## config.mk

```make
export PLATFORM = sky130hd
export DESIGN_NAME = serial_pio_bridge
export DESIGN_NICKNAME = d
export VERILOG_FILES = /design/src/rtl/spio_pkg.sv /design/src/rtl/spio_pos_decode.sv /design/src/rtl/spio_pin_sampler.sv /design/src/rtl/spio_shadow_drive.sv /design/src/rtl/serial_pio_bridge.sv
export SDC_FILE = /design/constraint.sdc
export NUM_CORES = 1
export LEC_CHECK = 0
export BUFFER_PORTS_ARGS = -buffer_cell sky130_fd_sc_hd__buf_2
export CAP_MARGIN = 20
export CORE_AREA = 3 3 40 42
export CTS_BUF_LIST = sky130_fd_sc_hd__clkbuf_16
export DETAILED_ROUTE_END_ITERATION = 10
export DIE_AREA = 0 0 43 45
export PLACE_DENSITY_LB_ADDON = 0.08
export SYNTH_ARGS = -nofsm -noshare
export SYNTH_HDL_FRONTEND = slang
export SYNTH_SLANG_ARGS = --single-unit
```

## constraint.sdc

```tcl
create_clock -name clk -period 2.15 [get_ports clk]
set_input_delay 0.215 -clock clk [delete_from_list [all_inputs] [get_ports clk]]
set_output_delay 0.215 -clock clk [all_outputs]
set_load 0.01 [all_outputs]
```

## src/rtl/spio_pkg.sv

```systemverilog
`timescale 1ns/1ps
package spio_pkg;

    typedef enum logic {
        MODE_DATA = 1'b0,
        MODE_CTRL = 1'b1
    } spio_mode_e;

    // Default slot positions (bit index counts down through the word)
    localparam int SAMP_DATA_DEF   = 20;
    localparam int SAMP_CTRL_DEF   = 36;
    localparam int WR_DATA_TOP_DEF = 15;
    localparam int WR_CTRL_TOP_DEF = 31;
    localparam int DRV_DATA_DEF    = 8;
    localparam int DRV_CTRL_DEF    = 24;

endpackage

```

## src/rtl/spio_pos_decode.sv

```systemverilog
`timescale 1ns/1ps
module spio_pos_decode #(
    parameter int IDX_W       = 6,
    parameter int NPIO        = 2,
    parameter int SAMP_DATA   = 20,
    parameter int SAMP_CTRL   = 36,
    parameter int WR_DATA_TOP = 15,
    parameter int WR_CTRL_TOP = 31,
    parameter int DRV_DATA    = 8,
    parameter int DRV_CTRL    = 24
) (
    input  logic             ctrl_mode,
    input  logic [IDX_W-1:0] bit_idx,
    output logic             hit_samp,
    output logic             hit_drive,
    output logic [NPIO-1:0]  hit_wr
);
    import spio_pkg::*;

    localparam logic [IDX_W-1:0] SAMP_D = IDX_W'(SAMP_DATA);
    localparam logic [IDX_W-1:0] SAMP_C = IDX_W'(SAMP_CTRL);
    localparam logic [IDX_W-1:0] DRV_D  = IDX_W'(DRV_DATA);
    localparam logic [IDX_W-1:0] DRV_C  = IDX_W'(DRV_CTRL);

    spio_mode_e mode;
    assign mode = spio_mode_e'(ctrl_mode);

    always_comb begin
        hit_samp  = (bit_idx == ((mode == MODE_CTRL) ? SAMP_C : SAMP_D));
        hit_drive = (bit_idx == ((mode == MODE_CTRL) ? DRV_C : DRV_D));
    end

    // Highest pin sits at the top slot of the field, lower pins follow
    for (genvar i = 0; i < NPIO; i++) begin : g_wr
        localparam logic [IDX_W-1:0] POS_D = IDX_W'(WR_DATA_TOP - (NPIO - 1 - i));
        localparam logic [IDX_W-1:0] POS_C = IDX_W'(WR_CTRL_TOP - (NPIO - 1 - i));
        assign hit_wr[i] = (bit_idx == ((mode == MODE_CTRL) ? POS_C : POS_D));
    end

endmodule

```

## src/rtl/spio_pin_sampler.sv

```systemverilog
`timescale 1ns/1ps
module spio_pin_sampler #(
    parameter int NPIO = 2
) (
    input  logic            clk,
    input  logic            rst_n,
    input  logic            take,
    input  logic [NPIO-1:0] pin_sense,
    output logic [NPIO-1:0] tx_pio
);
    typedef struct packed {
        logic [NPIO-1:0] tx;
    } samp_t;

    samp_t samp_d, samp_q;

    always_comb begin
        samp_d = samp_q;
        if (take) begin
            samp_d.tx = pin_sense;
        end
    end

    // Rising edge: the only place pin levels are read
    always_ff @(posedge clk or negedge rst_n) begin
        if (!rst_n) begin
            samp_q.tx <= '1;
        end else begin
            samp_q <= samp_d;
        end
    end

    assign tx_pio = samp_q.tx;

endmodule

```

## src/rtl/spio_shadow_drive.sv

```systemverilog
`timescale 1ns/1ps
module spio_shadow_drive #(
    parameter int NPIO = 2
) (
    input  logic            clk,
    input  logic            rst_n,
    input  logic            ctrl_mode,
    input  logic [NPIO-1:0] hit_wr,
    input  logic            hit_drive,
    input  logic            sdin,
    output logic [NPIO-1:0] pd_en
);
    import spio_pkg::*;

    typedef struct packed {
        logic [NPIO-1:0] shadow;
        logic            pend;
        logic [NPIO-1:0] pd;
    } drv_t;

    drv_t drv_d, drv_q;
    logic wr_ok;

    assign wr_ok = (spio_mode_e'(ctrl_mode) == MODE_DATA);

    always_comb begin
        drv_d = drv_q;
        if (wr_ok) begin
            for (int i = 0; i < NPIO; i++) begin
                if (hit_wr[i]) begin
                    drv_d.shadow[i] = sdin;
                end
            end
            // Pin 0 is the last bit of the field: write complete
            if (hit_wr[0]) begin
                drv_d.pend = 1'b1;
            end
        end
        if (hit_drive && drv_q.pend) begin
            drv_d.pd   = ~drv_q.shadow;
            drv_d.pend = 1'b0;
        end
    end

    // Falling edge: serial capture and pin drive
    always_ff @(negedge clk or negedge rst_n) begin
        if (!rst_n) begin
            drv_q.shadow <= '1;
            drv_q.pend   <= 1'b0;
            drv_q.pd     <= '0;
        end else begin
            drv_q <= drv_d;
        end
    end

    assign pd_en = drv_q.pd;

endmodule

```

## src/rtl/serial_pio_bridge.sv

```systemverilog
`timescale 1ns/1ps
module serial_pio_bridge #(
    parameter int IDX_W       = 6,
    parameter int NPIO        = 2,
    parameter int SAMP_DATA   = spio_pkg::SAMP_DATA_DEF,
    parameter int SAMP_CTRL   = spio_pkg::SAMP_CTRL_DEF,
    parameter int WR_DATA_TOP = spio_pkg::WR_DATA_TOP_DEF,
    parameter int WR_CTRL_TOP = spio_pkg::WR_CTRL_TOP_DEF,
    parameter int DRV_DATA    = spio_pkg::DRV_DATA_DEF,
    parameter int DRV_CTRL    = spio_pkg::DRV_CTRL_DEF
) (
    input  logic             clk,
    input  logic             rst_n,
    input  logic             ctrl_mode,
    input  logic [IDX_W-1:0] bit_idx,
    input  logic             sdin,
    input  logic [NPIO-1:0]  pin_sense,
    output logic [NPIO-1:0]  pd_en,
    output logic [NPIO-1:0]  tx_pio
);
    logic            hit_samp;
    logic            hit_drive;
    logic [NPIO-1:0] hit_wr;

    spio_pos_decode #(
        .IDX_W      (IDX_W),
        .NPIO       (NPIO),
        .SAMP_DATA  (SAMP_DATA),
        .SAMP_CTRL  (SAMP_CTRL),
        .WR_DATA_TOP(WR_DATA_TOP),
        .WR_CTRL_TOP(WR_CTRL_TOP),
        .DRV_DATA   (DRV_DATA),
        .DRV_CTRL   (DRV_CTRL)
    ) i_decode (
        .ctrl_mode(ctrl_mode),
        .bit_idx  (bit_idx),
        .hit_samp (hit_samp),
        .hit_drive(hit_drive),
        .hit_wr   (hit_wr)
    );

    spio_pin_sampler #(
        .NPIO(NPIO)
    ) i_sampler (
        .clk      (clk),
        .rst_n    (rst_n),
        .take     (hit_samp),
        .pin_sense(pin_sense),
        .tx_pio   (tx_pio)
    );

    spio_shadow_drive #(
        .NPIO(NPIO)
    ) i_drive (
        .clk      (clk),
        .rst_n    (rst_n),
        .ctrl_mode(ctrl_mode),
        .hit_wr   (hit_wr),
        .hit_drive(hit_drive),
        .sdin     (sdin),
        .pd_en    (pd_en)
    );

endmodule

```

==> flow_summary.rst <==
.. list-table::
   :header-rows: 1

   * - Metric
     - Value
   * - Status
     - complete, no violations
   * - Number of buffers and inverters on the critical path
     - 1
   * - Leakage
     - 0.312 nW
   * - Gpl congestion
     - 0.756
   * - Hold Violations, Final
     - 0
   * - Gate power share
     - 0.120
   * - Die width
     - 43 microns
   * - First-pass detailed-route iteration total
     - 3
   * - Least setup slack across all paths after layout
     - 0.0774 ns
   * - Top cells by area in the synthesized netlist
     - sky130_fd_sc_hd__dfstp_2, sky130_fd_sc_hd__dfrtn_1, sky130_fd_sc_hd__mux2i_1, sky130_fd_sc_hd__a32oi_1, sky130_fd_sc_hd__a41oi_1
   * - Quantity of hold-fixing buffers added after cts
     - 0
   * - Number of buffers added on ports
     - 15
   * - Sw Pwr
     - 0.110 mW
   * - Grt total ovfl
     - 0
   * - Layout Nets
     - 77
   * - Pwr per Cell Area
     - 845 nW/um^2
   * - Post-placement setup slack
     - -0.124 ns
   * - Wire length per cell after detailed routing
     - 13.7 microns
   * - Area of the mapped netlist
     - 448 sq um
   * - Final hold slack
     - 0.0127 ns
   * - Number of diodes
     - 0
   * - Proportion of synthesized chip area in sequential cells
     - 0.402
   * - Standard cell core area
     - 1280 sq um
   * - Count of antenna-violating nets left after detailed routing
     - 0
   * - Post-detailed-routing wire length
     - 1.09 mm
   * - Register-to-register path setup slack
     - 0.99 ns
   * - Fraction of power consumed by sequential logic
     - 0.288
   * - Worst-skew pair later-pin latency
     - 0.31 ns
   * - Unrepaired setup endpoints after global routing
     - false
   * - Met1 routed wirelength after detailed routing
     - 447 microns
   * - Worst EP required
     - 1.93 ns
   * - Clock Power Share
     - 0.592
   * - Largest net degree at the start of global routing
     - 10
   * - Wire length of the first global-routing pass
     - 1.88 mm
   * - Vias in the first global route
     - 429
   * - Critical path type
     - reg -> out
   * - Max Fanout on Critical Path
     - 2
   * - Average size of a mapped cell
     - 10.9 sq um
   * - Endpoint type of the worst setup path
     - primary output
   * - Max-cap check violation count
     - 0
   * - Netlist cell types
     - 24
   * - DIE HEIGHT
     - 45 microns
   * - TritonCTS clock tree
     - yes
   * - CTS-repair resized insts
     - 0
   * - Post-route DRC
     - 0
   * - Post-CTS clock slew at the launch and capture registers of the worst setup and hold paths
     - 0.04 ns
   * - Cell family with the largest share of critical-path delay
     - flip-flops
   * - Origin of the critical flop-to-flop path
     - i_drive.drv_q[2]
   * - Max incr delay on CP
     - 0.39 ns
   * - Series of cell instances along the critical path
     - buf_2
   * - Clock root buffer
     - sky130_fd_sc_hd__clkbuf_16
   * - Synthesized instance count
     - 41
   * - Total setup buffers inserted after CTS
     - 0
   * - Average vias per placed instance
     - 5.39
   * - Synth area leader
     - sky130_fd_sc_hd__dfstp_2
   * - Slew Limit Fails
     - 0
   * - Number of antenna violations at the first check in global routing
     - 0
   * - Arrival time at the worst endpoint
     - 1.86 ns
   * - Count of routing violations after the opening detailed-route iteration
     - 9
   * - Row count
     - 13
   * - Number of flip-flops and latches in the synthesized netlist
     - 7
   * - Worst setup SP type
     - flip-flop
   * - Total number of vias
     - 426
   * - Share of post-route cells with drive strength above 1
     - 0.547
   * - Area growth syn-to-layout
     - 43.6%
   * - Post-Syn Nets
     - 53
   * - Clock Tree Buf Depth
     - 2
   * - H-tree depth
     - 1
   * - IO Count
     - 16
   * - Relative max-transition margin
     - 0.716
   * - Area share of the largest cell type after synthesis
     - 0.235
   * - Hpwl dp
     - 902 microns
   * - Cell-internal power
     - 0.433 mW
   * - Switching share of total power
     - 0.202
   * - Sinks on Clock Net
     - 7
   * - Hold Path Class
     - in -> async
   * - Yosys Warn Count
     - 0
   * - Max IR drop VDD
     - 0.472 mV
   * - Highest metal used
     - met4
   * - Cell with the biggest individual delay on the critical path
     - sky130_fd_sc_hd__dfrtn_1
   * - Total Die Area
     - 1940 sq um
   * - Logic depth of the worst register-to-register path
     - 3
   * - Worst R2R End
     - i_drive.pd_en[0]
   * - Tot GR Track Use
     - 0.138
   * - Worst setup skew after layout
     - 0.0465 ns
   * - Setup-violating endpoint count in the final report
     - 0
   * - Effective utilization at floorplan
     - 0.349
   * - Detail Route met3 WL
     - 79 microns
   * - Measured slew at the worst slew-check pin
     - 0.425 ns
   * - Number of clock buffers inserted by TritonCTS
     - 3
   * - Routed wire length on met2
     - 534 microns
sequential cells by signal, indices dropped and copies added (netlist names):
name / flops
i_drive.drv_q: 3
i_drive.pd_en: 2
i_sampler.tx_pio: 2
area by class of cell:
class                      count  area [sq um]
clock buffer                   3          75.1
clock inverter                 3          11.3
fill                         126           642
inverter                       3          11.3
multi-input combinational     27           226
sequential                     7           180
tap                           15          18.8
timing repair buffer          21           120
routing by layer:
layer	GRT usage	up-vias
li1	-	202
met4	0.127	0
met2	0.201	15
met1	0.153	207
met5	0	-
met3	0.0598	2
worst max-delay path by stage:
stage          depth (start not counted)  slack [ns]        startpoint                to
2_1_floorplan                          4       -0.06        bit_idx[4]  i_drive.drv_q[3]
3_3_place_gp                           4       -0.07        bit_idx[4]  i_drive.drv_q[3]
3_5_place_dp                           4       -0.12        bit_idx[2]  i_drive.pd_en[0]
4_1_cts                                1        0.06  i_drive.pd_en[1]          pd_en[1]
5_1_grt                                1        0.04  i_drive.pd_en[0]          pd_en[0]
6_report                               1        0.08  i_drive.pd_en[1]          pd_en[1]
power by group through the flow:
stage	sequential (mW)	clock (mW)	combinational (mW)
2_1_floorplan	0.157	0.00874	0.0349
3_3_place_gp	0.158	0.00874	0.0610
3_5_place_dp	0.158	0.00874	0.0656
4_1_cts	0.157	0.329	0.0659
5_1_grt	0.159	0.346	0.0713
6_report	0.157	0.322	0.0650
cells in the final DEF (no fill, tap or decap), drive strengths merged:
cell type,Yosys,layout
mux2i,2,2
inv,4,5
buf,3,21
mux2,2,2
o21a,1,1
dfstp,4,4
or4b,1,1
o211ai,2,2
and3,2,2
dfrtn,3,3
clkbuf,0,3
a32oi,2,2
nand3,2,2
and3b,1,1
a21oi,1,1
and4b,1,1
nor4b,1,1
a41oi,2,2
xnor2,1,1
o21ai,2,2
clkinv,0,1
and2b,1,1
nor4bb,1,1
nor2,2,2
logic make-up (layout without fill, tap and decap cells):
kind of cell	count (synthesis)	after routing	synth area share
simple gates	12	12	0.221
buf+inv	7	30	0.0922
flops	7	7	0.402
mux	4	4	0.103
compound gates	10	10	0.162
xor+xnor	1	1	0.0196
per-stage QoR:
stage	cells	util	TNS [ns]	cell area (sq um)	power [mW]
global route	79	0.500	0	643	0.576
global placement	74	0.436	-0.191	561	0.228
floorplan	41	-	-0.0633	452	0.200
detailed placement	74	0.436	-0.459	561	0.232
finish	79	0.500	0	643	0.543
CTS	79	0.500	0	643	0.551
cells in the mapped netlist:
library cell and instances:
sky130_fd_sc_hd__nor4b_2 1, sky130_fd_sc_hd__mux2_4 1, sky130_fd_sc_hd__and3_2 2, sky130_fd_sc_hd__mux2i_1 2
sky130_fd_sc_hd__mux2_2 1, sky130_fd_sc_hd__dfstp_2 4, sky130_fd_sc_hd__nand3_1 2, sky130_fd_sc_hd__a32oi_1 2
sky130_fd_sc_hd__o21ai_1 2, sky130_fd_sc_hd__a21oi_1 1, sky130_fd_sc_hd__nor2_1 2, sky130_fd_sc_hd__a41oi_1 2
sky130_fd_sc_hd__o211ai_1 2, sky130_fd_sc_hd__or4b_1 1, sky130_fd_sc_hd__inv_1 4, sky130_fd_sc_hd__and4b_1 1
sky130_fd_sc_hd__and3b_4 1, sky130_fd_sc_hd__dfrtn_1 3, sky130_fd_sc_hd__buf_6 1, sky130_fd_sc_hd__and2b_2 1
sky130_fd_sc_hd__o21a_1 1, sky130_fd_sc_hd__nor4bb_1 1, sky130_fd_sc_hd__xnor2_1 1, sky130_fd_sc_hd__buf_4 2
No activity file was read; power rests on OpenSTA's default activity.
